===== config.mk =====
export PLATFORM = sky130hd
export DESIGN_NAME = cfg_serial_loader
export DESIGN_NICKNAME = d
export VERILOG_FILES = /design/src/rtl/cfgl_pkg.sv /design/src/rtl/cfgl_sched.sv /design/src/rtl/cfgl_shifter.sv /design/src/rtl/cfg_serial_loader.sv
export SDC_FILE = /design/constraint.sdc
export NUM_CORES = 1
export LEC_CHECK = 0
export BUFFER_PORTS_ARGS = -buffer_cell sky130_fd_sc_hd__buf_2
export CAP_MARGIN = 40
export CELL_PAD_IN_SITES_DETAIL_PLACEMENT = 1
export CELL_PAD_IN_SITES_GLOBAL_PLACEMENT = 2
export CORE_ASPECT_RATIO = 0.7
export CORE_MARGIN = 2
export CORE_UTILIZATION = 40
export CTS_CLUSTER_DIAMETER = 80
export DETAILED_ROUTE_END_ITERATION = 16
export PLACE_DENSITY_LB_ADDON = 0.25
export SYNTH_ARGS = -nofsm -noshare
export SYNTH_HDL_FRONTEND = slang
export SYNTH_HIERARCHICAL = 1
export SYNTH_SLANG_ARGS = --single-unit

===== constraint.sdc =====
create_clock -name clk_cfg -period 1.83 [get_ports clk_cfg]
set_input_delay 0.183 -clock clk_cfg [delete_from_list [all_inputs] [get_ports clk_cfg]]
set_output_delay 0.183 -clock clk_cfg [all_outputs]
set_load 0.02 [all_outputs]

===== src/rtl/cfgl_pkg.sv =====
package cfgl_pkg;

  typedef enum logic [1:0] {
    ST_WAIT  = 2'd0,
    ST_RUN   = 2'd1,
    ST_FLUSH = 2'd2,
    ST_DONE  = 2'd3
  } ldr_state_e;

endpackage


===== src/rtl/cfgl_sched.sv =====
module cfgl_sched
  import cfgl_pkg::*;
#(
  parameter int DATA_W      = 8,
  parameter int TOTAL_BYTES = 4
) (
  input  logic              clk,
  input  logic              rst_n,
  input  logic              prog_n,
  input  logic              init_n,
  input  logic              sel_n,
  input  logic              sel,
  input  logic [DATA_W-1:0] din,
  input  logic              shift_busy,
  output logic              cap_pulse,
  output logic [DATA_W-1:0] cap_data,
  output logic              byte_ack,
  output logic              done
);

  localparam int PH_W  = (DATA_W > 2) ? $clog2(DATA_W) : 1;
  localparam int CNT_W = $clog2(TOTAL_BYTES + 1);
  localparam logic [PH_W-1:0]  PH_LAST  = PH_W'(DATA_W - 1);
  localparam logic [CNT_W-1:0] LAST_CNT = CNT_W'(TOTAL_BYTES - 1);

  ldr_state_e        state_q, state_d;
  logic              init_q, init_d;
  logic [PH_W-1:0]   phase_q, phase_d;
  logic [CNT_W-1:0]  cnt_q, cnt_d;
  logic              cap_q, cap_d;
  logic [DATA_W-1:0] data_q;
  logic              ack_q, ack_d;
  logic              done_q, done_d;
  logic              selected;
  logic              capture;

  assign selected = ~sel_n & sel;
  assign capture  = (state_q == ST_RUN) & selected & (phase_q == '0);

  // next-state logic
  always_comb begin
    state_d = state_q;
    init_d  = init_n;
    phase_d = phase_q;
    cnt_d   = cnt_q;
    cap_d   = 1'b0;
    ack_d   = cap_q;
    done_d  = done_q;
    if (!prog_n) begin
      state_d = ST_WAIT;
      phase_d = '0;
      cnt_d   = '0;
      ack_d   = 1'b0;
      done_d  = 1'b0;
    end else begin
      unique case (state_q)
        ST_WAIT: begin
          if (init_n && !init_q) begin
            state_d = ST_RUN;
            phase_d = '0;
          end
        end
        ST_RUN: begin
          if (selected) begin
            if (phase_q == '0) begin
              cap_d   = 1'b1;
              cnt_d   = cnt_q + CNT_W'(1);
              phase_d = PH_LAST;
              if (cnt_q == LAST_CNT) state_d = ST_FLUSH;
            end else begin
              phase_d = phase_q - PH_W'(1);
            end
          end
        end
        ST_FLUSH: begin
          if (!cap_q && !shift_busy) begin
            state_d = ST_DONE;
            done_d  = 1'b1;
          end
        end
        ST_DONE: begin
          done_d = 1'b1;
        end
        default: state_d = ST_WAIT;
      endcase
    end
  end

  // control registers
  always_ff @(posedge clk or negedge rst_n) begin
    if (!rst_n) begin
      state_q <= ST_WAIT;
      init_q  <= 1'b1;
      phase_q <= '0;
      cnt_q   <= '0;
      cap_q   <= 1'b0;
      ack_q   <= 1'b0;
      done_q  <= 1'b0;
    end else begin
      state_q <= state_d;
      init_q  <= init_d;
      phase_q <= phase_d;
      cnt_q   <= cnt_d;
      cap_q   <= cap_d;
      ack_q   <= ack_d;
      done_q  <= done_d;
    end
  end

  // data register with explicit enable
  always_ff @(posedge clk or negedge rst_n) begin
    if (!rst_n) begin
      data_q <= '0;
    end else if (cap_d) begin
      data_q <= din;
    end
  end

  assign cap_pulse = cap_q;
  assign cap_data  = data_q;
  assign byte_ack  = ack_q;
  assign done      = done_q;


  ack_pulse_chk: assert property (@(posedge clk) disable iff (!rst_n)
    ack_q |=> !ack_q);


  cap_spacing_chk: assert property (@(posedge clk) disable iff (!rst_n)
    cap_q |=> !cap_q);


  desel_hold_chk: assert property (@(posedge clk) disable iff (!rst_n)
    (!selected && prog_n) |=> $stable(cnt_q));


  done_sticky_chk: assert property (@(posedge clk) disable iff (!rst_n)
    (done_q && prog_n) |=> done_q);


  no_cap_after_done_chk: assert property (@(posedge clk) disable iff (!rst_n)
    done_q |-> !capture);


  prog_clear_chk: assert property (@(posedge clk) disable iff (!rst_n)
    !prog_n |=> (!done_q && !ack_q && cnt_q == '0));

endmodule


===== src/rtl/cfgl_shifter.sv =====
module cfgl_shifter #(
  parameter int DATA_W = 8
) (
  input  logic              clk,
  input  logic              rst_n,
  input  logic              prog_n,
  input  logic              load,
  input  logic [DATA_W-1:0] load_data,
  output logic              ser_out,
  output logic              busy
);

  localparam int LEFT_W = (DATA_W > 2) ? $clog2(DATA_W) : 1;
  localparam logic [LEFT_W-1:0] LEFT_INIT = LEFT_W'(DATA_W - 1);

  logic [DATA_W-1:0] sh_q, sh_d;
  logic [LEFT_W-1:0] left_q, left_d;
  logic              busy_q, busy_d;

  // next-state logic for the falling-edge shifter
  always_comb begin
    sh_d   = sh_q;
    left_d = left_q;
    busy_d = busy_q;
    if (!prog_n) begin
      sh_d   = '1;
      left_d = '0;
      busy_d = 1'b0;
    end else if (load) begin
      sh_d   = load_data;
      left_d = LEFT_INIT;
      busy_d = 1'b1;
    end else if (left_q != '0) begin
      sh_d   = {1'b1, sh_q[DATA_W-1:1]};
      left_d = left_q - LEFT_W'(1);
    end else if (busy_q) begin
      sh_d   = {1'b1, sh_q[DATA_W-1:1]};
      busy_d = 1'b0;
    end
  end

  always_ff @(negedge clk or negedge rst_n) begin
    if (!rst_n) begin
      sh_q   <= '1;
      left_q <= '0;
      busy_q <= 1'b0;
    end else begin
      sh_q   <= sh_d;
      left_q <= left_d;
      busy_q <= busy_d;
    end
  end

  assign ser_out = sh_q[0];
  assign busy    = busy_q;


  idle_high_chk: assert property (@(negedge clk) disable iff (!rst_n)
    !busy_q |-> sh_q[0]);


  load_first_bit_chk: assert property (@(negedge clk) disable iff (!rst_n)
    (load && prog_n) |=> (sh_q[0] == $past(load_data[0])));


  shift_clear_chk: assert property (@(negedge clk) disable iff (!rst_n)
    !prog_n |=> (!busy_q && sh_q[0]));

endmodule


===== src/rtl/cfg_serial_loader.sv =====
module cfg_serial_loader #(
  parameter int DATA_W      = 8,
  parameter int TOTAL_BYTES = 4
) (
  input  logic              clk_cfg,
  input  logic              rst_n,
  input  logic              prog_n,
  input  logic              init_n,
  input  logic              sel_n,
  input  logic              sel,
  input  logic [DATA_W-1:0] din,
  output logic              ser_out,
  output logic              byte_ack,
  output logic              done
);

  logic              cap_pulse;
  logic [DATA_W-1:0] cap_data;
  logic              shift_busy;

  cfgl_sched #(
    .DATA_W      (DATA_W),
    .TOTAL_BYTES (TOTAL_BYTES)
  ) u_sched (
    .clk        (clk_cfg),
    .rst_n      (rst_n),
    .prog_n     (prog_n),
    .init_n     (init_n),
    .sel_n      (sel_n),
    .sel        (sel),
    .din        (din),
    .shift_busy (shift_busy),
    .cap_pulse  (cap_pulse),
    .cap_data   (cap_data),
    .byte_ack   (byte_ack),
    .done       (done)
  );

  cfgl_shifter #(
    .DATA_W (DATA_W)
  ) u_shifter (
    .clk       (clk_cfg),
    .rst_n     (rst_n),
    .prog_n    (prog_n),
    .load      (cap_pulse),
    .load_data (cap_data),
    .ser_out   (ser_out),
    .busy      (shift_busy)
  );

endmodule


==> out/results.ini, run 1 <==
[sta]
rsz_0062_raised_after_global_routing = true
worstMarginPinSlew_ns = 0.284
post-route-worst-setup-slack_ns = -0.256
final-hold-violation-count = 0
final-max-slew-violation-count = 0
timing.max_slew.rel_slack_pct = 81.1
clock_skew_ns = 0.0600
total_of_endpoints_with_negative_setup_slack_in_the_final_report = 16
setup-tns-final_ns = -2.63

[worst_setup_path]
required_time_reported_for_the_critical_path_endpoint_ns = 1.65
critPathKind = reg -> out
cells_traversed_along_the_worst_timing_path = buf_6
timing.critical_path.from_type = flip-flop
data_arrival_at_the_endpoint_of_the_critical_path_ns = 1.90
path_buf_inv = 1
setup.worst_path.end_class = output pin
critical-path-max-stage-delay_ns = 0.53
crit_path_max_fanout = 2
critPathSlowestCell = sky130_fd_sc_hd__dfstp_2
cpLargestDelayFamily = flip-flops

[yosys]
syn_avg_cell_area_um2 = 12.7
synth.top_cell.area_share_pct = 27.7
yosysUniqueCellTypes = 37
yosys_warnings = 6
post_synth_main_area_contributors = sky130_fd_sc_hd__dfrtp_1, sky130_fd_sc_hd__dfstp_2, sky130_fd_sc_hd__mux2_4
synth-seq-cells = 32
ys_dominant_reg_cell = sky130_fd_sc_hd__dfrtp_1
post_synth_instance_area_mm2 = 0.00171
netlist.top_cell.by_area = sky130_fd_sc_hd__dfrtp_1
synth_nets = 159
synthMostInstantiatedCell = sky130_fd_sc_hd__dfrtp_1
number_of_synthesized_flops_with_an_enable_pin = 0
postSynth.asyncResetShare_pct = 100
register_area_share_after_synthesis_pct = 47.4
synthesis.instances = 135
post_synth_most_frequent_cells = sky130_fd_sc_hd__dfrtp_1, sky130_fd_sc_hd__mux2_4, sky130_fd_sc_hd__mux2i_1, sky130_fd_sc_hd__ha_1, sky130_fd_sc_hd__nand2_1

[placement]
detailed_place.area_mm2 = 0.00195
placedCellCount = 214
post-dp-hpwl_um = 2580
buffer_ports.inserted = 16
gp_congestion = 0.724

[floorplanning]
design.die.area_mm2 = 0.00483
fp.dieW_um = 82.2
core.rowCount = 19
chipHeight_um = 58.8
placeableCoreArea_mm2 = 0.00402
boundaryPins = 17
start_util_pct = 42.7

[global_routing]
grt_start_max_net_pins = 14
grt_first_pass_wirelength_um = 6070
globalRouteOverflowTotal = 0
grt_util_all_layers_pct = 17.6
antenna_found_initial = 0
grt_pass1_vias = 1281

[final_layout]
nFillCells = 426
flow.area_growth_from_synthesis_pct = 27.4
post_route_cells_drive_above_1_share_pct = 45.0
finish.utilization_pct = 54.4
layoutNonFillerInstCount = 232
insertedDiodeCount = 0
fin_nets = 203
final_cell_area_mm2 = 0.00218

[clocking]
cts_tree = done
clk_latency_ns = 0.35
cts.reportedPaths.clkPinSlew_ns = 0.07
clock_tree.buffer_depth = 2
clock_sink_count = 32
clock_tree.root_cell = sky130_fd_sc_hd__clkbuf_8
h_tree_depth = 2
cts_made_buffers = 5

[run_status]
violations = setup timing
run_status = complete, but fails checks

[routing]
final_antenna_net_count = 0
detail_route.wirelength_um = 3510
detailroute.via_count = 1140
detail_route.drc_violations = 0
firstDrtPassIters = 4
detailedRoute.firstIterationViolations = 34
wire_per_inst_um = 15.1
vias_per_cell = 4.91

[pwr]
p_leak_nw = 1.07
maximum_resistive_drop_on_vdd_uv = 755
pwr_density_cell_mw_per_mm2 = 1400

[job]
maxCapViolCount = 0

[min_path]
hold_path_class = in -> reg

kinds of logic (layout without fill, tap and decap cells):
kind of cell / after synthesis / after routing / synth area share, %
fa+ha+maj: 10 / 10 / 7.30
buf+inv: 13 / 58 / 4.45
simple gates: 32 / 32 / 11.6
mux: 29 / 29 / 20.7
compound gates: 17 / 17 / 7.59
xor+xnor: 2 / 2 / 1.02
flops: 32 / 32 / 47.4
per-stage QoR:
step | worst slack (ns) | hold WS (ns) | total power [mW]
2_1_floorplan | -0.191 | -0.113 | 1.88
3_3_place_gp | -0.194 | 0.0858 | 2.08
3_5_place_dp | -0.265 | 0.0916 | 2.14
4_1_cts | -0.271 | 0.0990 | 3.06
5_1_grt | -0.291 | 0.101 | 3.26
6_report | -0.256 | 0.113 | 3.05
sequential cells by signal, summed over array words and instances (netlist names):
signal,flops
u_shifter/sh_q,8
u_sched/init_q,1
u_sched/cap_pulse,1
u_sched/cap_data,8
u_shifter/left_q,3
u_sched/state_q,2
u_shifter/busy,1
u_sched/byte_ack,1
u_sched/cnt_q,3
u_sched/done,1
u_sched/phase_q,3
cells in the final DEF (no fill, tap or decap), types with 3 or more instances in the layout:
cell type	synthesis	routed
sky130_fd_sc_hd__dfrtn_1	4	4
sky130_fd_sc_hd__a21oi_1	5	4
sky130_fd_sc_hd__dfrtp_1	19	18
sky130_fd_sc_hd__mux2_2	7	5
sky130_fd_sc_hd__nand2_1	10	10
sky130_fd_sc_hd__o21a_1	5	5
sky130_fd_sc_hd__nor2_1	3	3
sky130_fd_sc_hd__buf_6	3	4
sky130_fd_sc_hd__clkbuf_8	0	5
sky130_fd_sc_hd__mux2_4	11	13
sky130_fd_sc_hd__buf_4	1	13
sky130_fd_sc_hd__buf_2	1	15
sky130_fd_sc_hd__inv_1	8	15
sky130_fd_sc_hd__nand2b_1	3	3
sky130_fd_sc_hd__mux2i_1	11	10
sky130_fd_sc_hd__dfstp_2	9	9
sky130_fd_sc_hd__ha_1	10	10
report_power, final:
part	switching (mW)	leakage [nW]	internal, mW
Sequential	0.149	0.395	0.917
Clock	0.326	0.111	0.568
Combinational	0.498	0.560	0.596
cell type report:
| type | instances | area [um2] | share of cell area, % |
|---|---|---|---|
| Multi-Input combinational cell | 90 | 855 | 39.1 |
| Clock inverter | 11 | 98.8 | 4.52 |
| Timing Repair Buffer | 35 | 258 | 11.8 |
| Inverter | 7 | 26.3 | 1.20 |
| Tap cell | 52 | 65.1 | 2.98 |
| Sequential cell | 32 | 813 | 37.2 |
| Clock buffer | 5 | 68.8 | 3.15 |
path summary, 6_finish.rpt:
check / start / slack [ns] / endpoint / cells after the start
worst max-delay path: u_shifter/sh_q[0] / -0.26 / ser_out / 1
worst min register to register: u_sched/done / 0.51 / u_sched/done / 1
worst max register to register: u_sched/cap_pulse / -0.24 / u_shifter/sh_q[3] / 4
worst min-delay path: din[5] / 0.11 / u_sched/cap_data[5] / 2
max in group asynchronous: rst_n / 0.24 / u_shifter/left_q[1] / 3
min in group asynchronous: rst_n / 0.32 / u_sched/cap_pulse / 2
routing by layer:
| layer | share of wire [%] | vias up | GRT usage, % |
|---|---|---|---|
| met2 | 48 | 13 | 28.2 |
| met3 | 3.3 | 8 | 5.52 |
| met5 | 0 | - | 0 |
| li1 | - | 547 | - |
| met4 | 2.0 | 0 | 8.57 |
| met1 | 46 | 572 | 21.7 |
timing repair:
item                       CTS  global route
hold endpoints to repair     2             0
pin swaps                    3             4
setup buffers                1             0
hold buffers                 2             0
setup endpoints to repair   16            22
gates resized for setup      8             4
Power figures use the tool's default switching activity.
==> run 2: changes to the inputs <==
--- a/config.mk
+++ b/config.mk
@@ -12,6 +12,7 @@
 export CORE_ASPECT_RATIO = 0.7
 export CORE_MARGIN = 2
 export CORE_UTILIZATION = 40
+export CTS_BUF_LIST = sky130_fd_sc_hd__clkbuf_16
 export CTS_CLUSTER_DIAMETER = 80
 export DETAILED_ROUTE_END_ITERATION = 16
 export PLACE_DENSITY_LB_ADDON = 0.25
==> run 2 against run 1 <==
The run still ends with setup timing left; count of clock-buffer cells in the layout unchanged; non-clock buffer count is 1 lower; cell area is 2.1% higher; critical path type unchanged; critical endpoint unchanged.
==> out/results.ini, run 2 (synthesized netlist as in run 1, its figures left out) <==
[global_routing]
grt_start_max_net_pins = 14
grt.met2_usage_pct = 27.0
busiest_layer = met2
globalRouteOverflowTotal = 0
grt_pass1_vias = 1281
grt_first_pass_wirelength_um = 6040
global_route.usage.met3_pct = 5.98
antenna_found_initial = 0
grt_util_all_layers_pct = 17.5
use_met1_pct = 22.1

[worst_setup_path]
critical-path-max-stage-delay_ns = 0.53
crit_path_max_fanout = 2
cpLargestDelayFamily = flip-flops
cells_traversed_along_the_worst_timing_path = buf_6
data_arrival_at_the_endpoint_of_the_critical_path_ns = 1.91
critPathSlowestCell = sky130_fd_sc_hd__dfstp_2
timing.critical_path.from_type = flip-flop
critPathKind = reg -> out
path_buf_inv = 1
required_time_reported_for_the_critical_path_endpoint_ns = 1.65
setup.worst_path.end_class = output pin

[final_layout]
fin_nets = 202
post_route_cells_drive_above_1_share_pct = 45.3
insertedDiodeCount = 0
flow.area_growth_from_synthesis_pct = 30.1
layout_commonest_cell = sky130_fd_sc_hd__dfrtp_1
layoutNonFillerInstCount = 231
finish.utilization_pct = 55.5
layout.cells.most_common_list = sky130_fd_sc_hd__dfrtp_1, sky130_fd_sc_hd__buf_2, sky130_fd_sc_hd__inv_1

[floorplanning]
chipHeight_um = 58.8
start_util_pct = 42.7
design.die.area_mm2 = 0.00483
core.rowCount = 19
fp.dieW_um = 82.2
placeableCoreArea_mm2 = 0.00402
boundaryPins = 17

[routing]
detail_route.drc_violations = 0
detailedRoute.firstIterationViolations = 36
detail_route.wirelength_um = 3460
firstDrtPassIters = 4
vias_per_cell = 4.94
detailroute.via_count = 1141
final_antenna_net_count = 0
wire_per_inst_um = 15.0

[pwr]
power_switching_share_pct = 30.3
post-layout-total-power_mw = 3.32
p_seq_share_pct = 32.2
pwr_density_cell_mw_per_mm2 = 1490
share_comb_of_total_power_pct = 32.7
cellInternalPower_mw = 2.32
maximum_resistive_drop_on_vdd_uv = 806
p_leak_nw = 1.09
power.net_switching_mw = 1.00
clkPwrFrac_pct = 35.1

[sta]
final-max-slew-violation-count = 0
finalHoldWorstSlack_ns = 0.00718
clock_skew_ns = 0.0738
setup-tns-final_ns = -2.37
total_of_endpoints_with_negative_setup_slack_in_the_final_report = 16
post-route-worst-setup-slack_ns = -0.260
final-hold-violation-count = 0
worstMarginPinSlew_ns = 0.293
rsz_0062_raised_after_global_routing = true
timing.max_slew.rel_slack_pct = 80.5

[clocking]
clock_tree.buffer_depth = 2
cts_made_buffers = 5
cts_tree = done
cts.reportedPaths.clkPinSlew_ns = 0.06
clock_sink_count = 32
clk_latency_ns = 0.35
clock_tree.root_cell = sky130_fd_sc_hd__clkbuf_16
h_tree_depth = 2

[min_path]
hold_path_class = in -> reg

[placement]
post-dp-hpwl_um = 2580
buffer_ports.inserted = 16
gp_congestion = 0.724
placedCellCount = 214

[job]
maxCapViolCount = 0

[run_status]
run_status = complete, but fails checks
violations = setup timing

## run 2: cell count changes in the layout (fill, tap and decap cells not counted)
cell                            change
sky130_fd_sc_hd__dlygate4sd3_1      -1
sky130_fd_sc_hd__clkbuf_8           -5
sky130_fd_sc_hd__clkbuf_16          +5
## run 2: worst paths after layout
| kind | to | slack (ns) | cells after the start | startpoint |
|---|---|---|---|---|
| worst max-delay path | ser_out | -0.26 | 1 | u_shifter/sh_q[0] |
| worst min-delay path | u_sched/init_q | 0.007 | 1 | init_n |
| worst max register to register | u_sched/state_q[0] | -0.25 | 4 | u_shifter/busy |
| worst min register to register | u_sched/done | 0.50 | 1 | u_sched/done |
| max in group asynchronous | u_shifter/left_q[1] | 0.25 | 3 | rst_n |
| min in group asynchronous | u_sched/cap_pulse | 0.33 | 2 | rst_n |
## run 2: layout make-up
type	instances	area, um2
Clock inverter	11	98.8
Sequential cell	32	813
Multi-Input combinational cell	90	855
Fill cell	417	1790
Timing Repair Buffer	34	248
Tap cell	52	65.1
Inverter	7	26.3
Clock buffer	5	125
## run 2: per-stage QoR
stage / setup slack [ns] / instance area (um2)
2_1_floorplan: -0.191 / 1720
3_3_place_gp: -0.194 / 1950
3_5_place_dp: -0.265 / 1950
4_1_cts: -0.269 / 2210
5_1_grt: -0.293 / 2230
6_report: -0.260 / 2230
## run 2: worst reg2reg max path: stages (launching register included)
cell and delay [ns]:
sky130_fd_sc_hd__dfrtn_1 0.35, sky130_fd_sc_hd__o21ai_2 0.14, sky130_fd_sc_hd__o21ai_1 0.09, sky130_fd_sc_hd__a211o_1 0.31, sky130_fd_sc_hd__mux2i_1 0.14
## run 2: metal layers
| layer | wire, um | vias up |
|---|---|---|
| li1 | - | 543 |
| met2 | 1590 | 12 |
| met4 | 70 | 0 |
| met3 | 123 | 9 |
| met5 | 0 | - |
| met1 | 1670 | 577 |
## run 2: power groups by stage
stage	Clock [mW]	Combinational, mW	Sequential [mW]
floorplan	0.0303	0.815	1.04
global placement	0.0303	0.988	1.06
detailed placement	0.0303	1.04	1.06
CTS	1.19	1.07	1.06
global route	1.24	1.19	1.10
finish	1.17	1.09	1.07
## run 2: what timing repair did
item / 4_1_cts / 5_1_grt
buffers inserted: 1 / 0
pin swaps: 4 / 3
hold buffers: 1 / 0
gates cloned: 0 / 0
endpoints found under the setup margin: 16 / 24
endpoints found under the hold margin: 1 / 0
gates resized for setup: 8 / 4
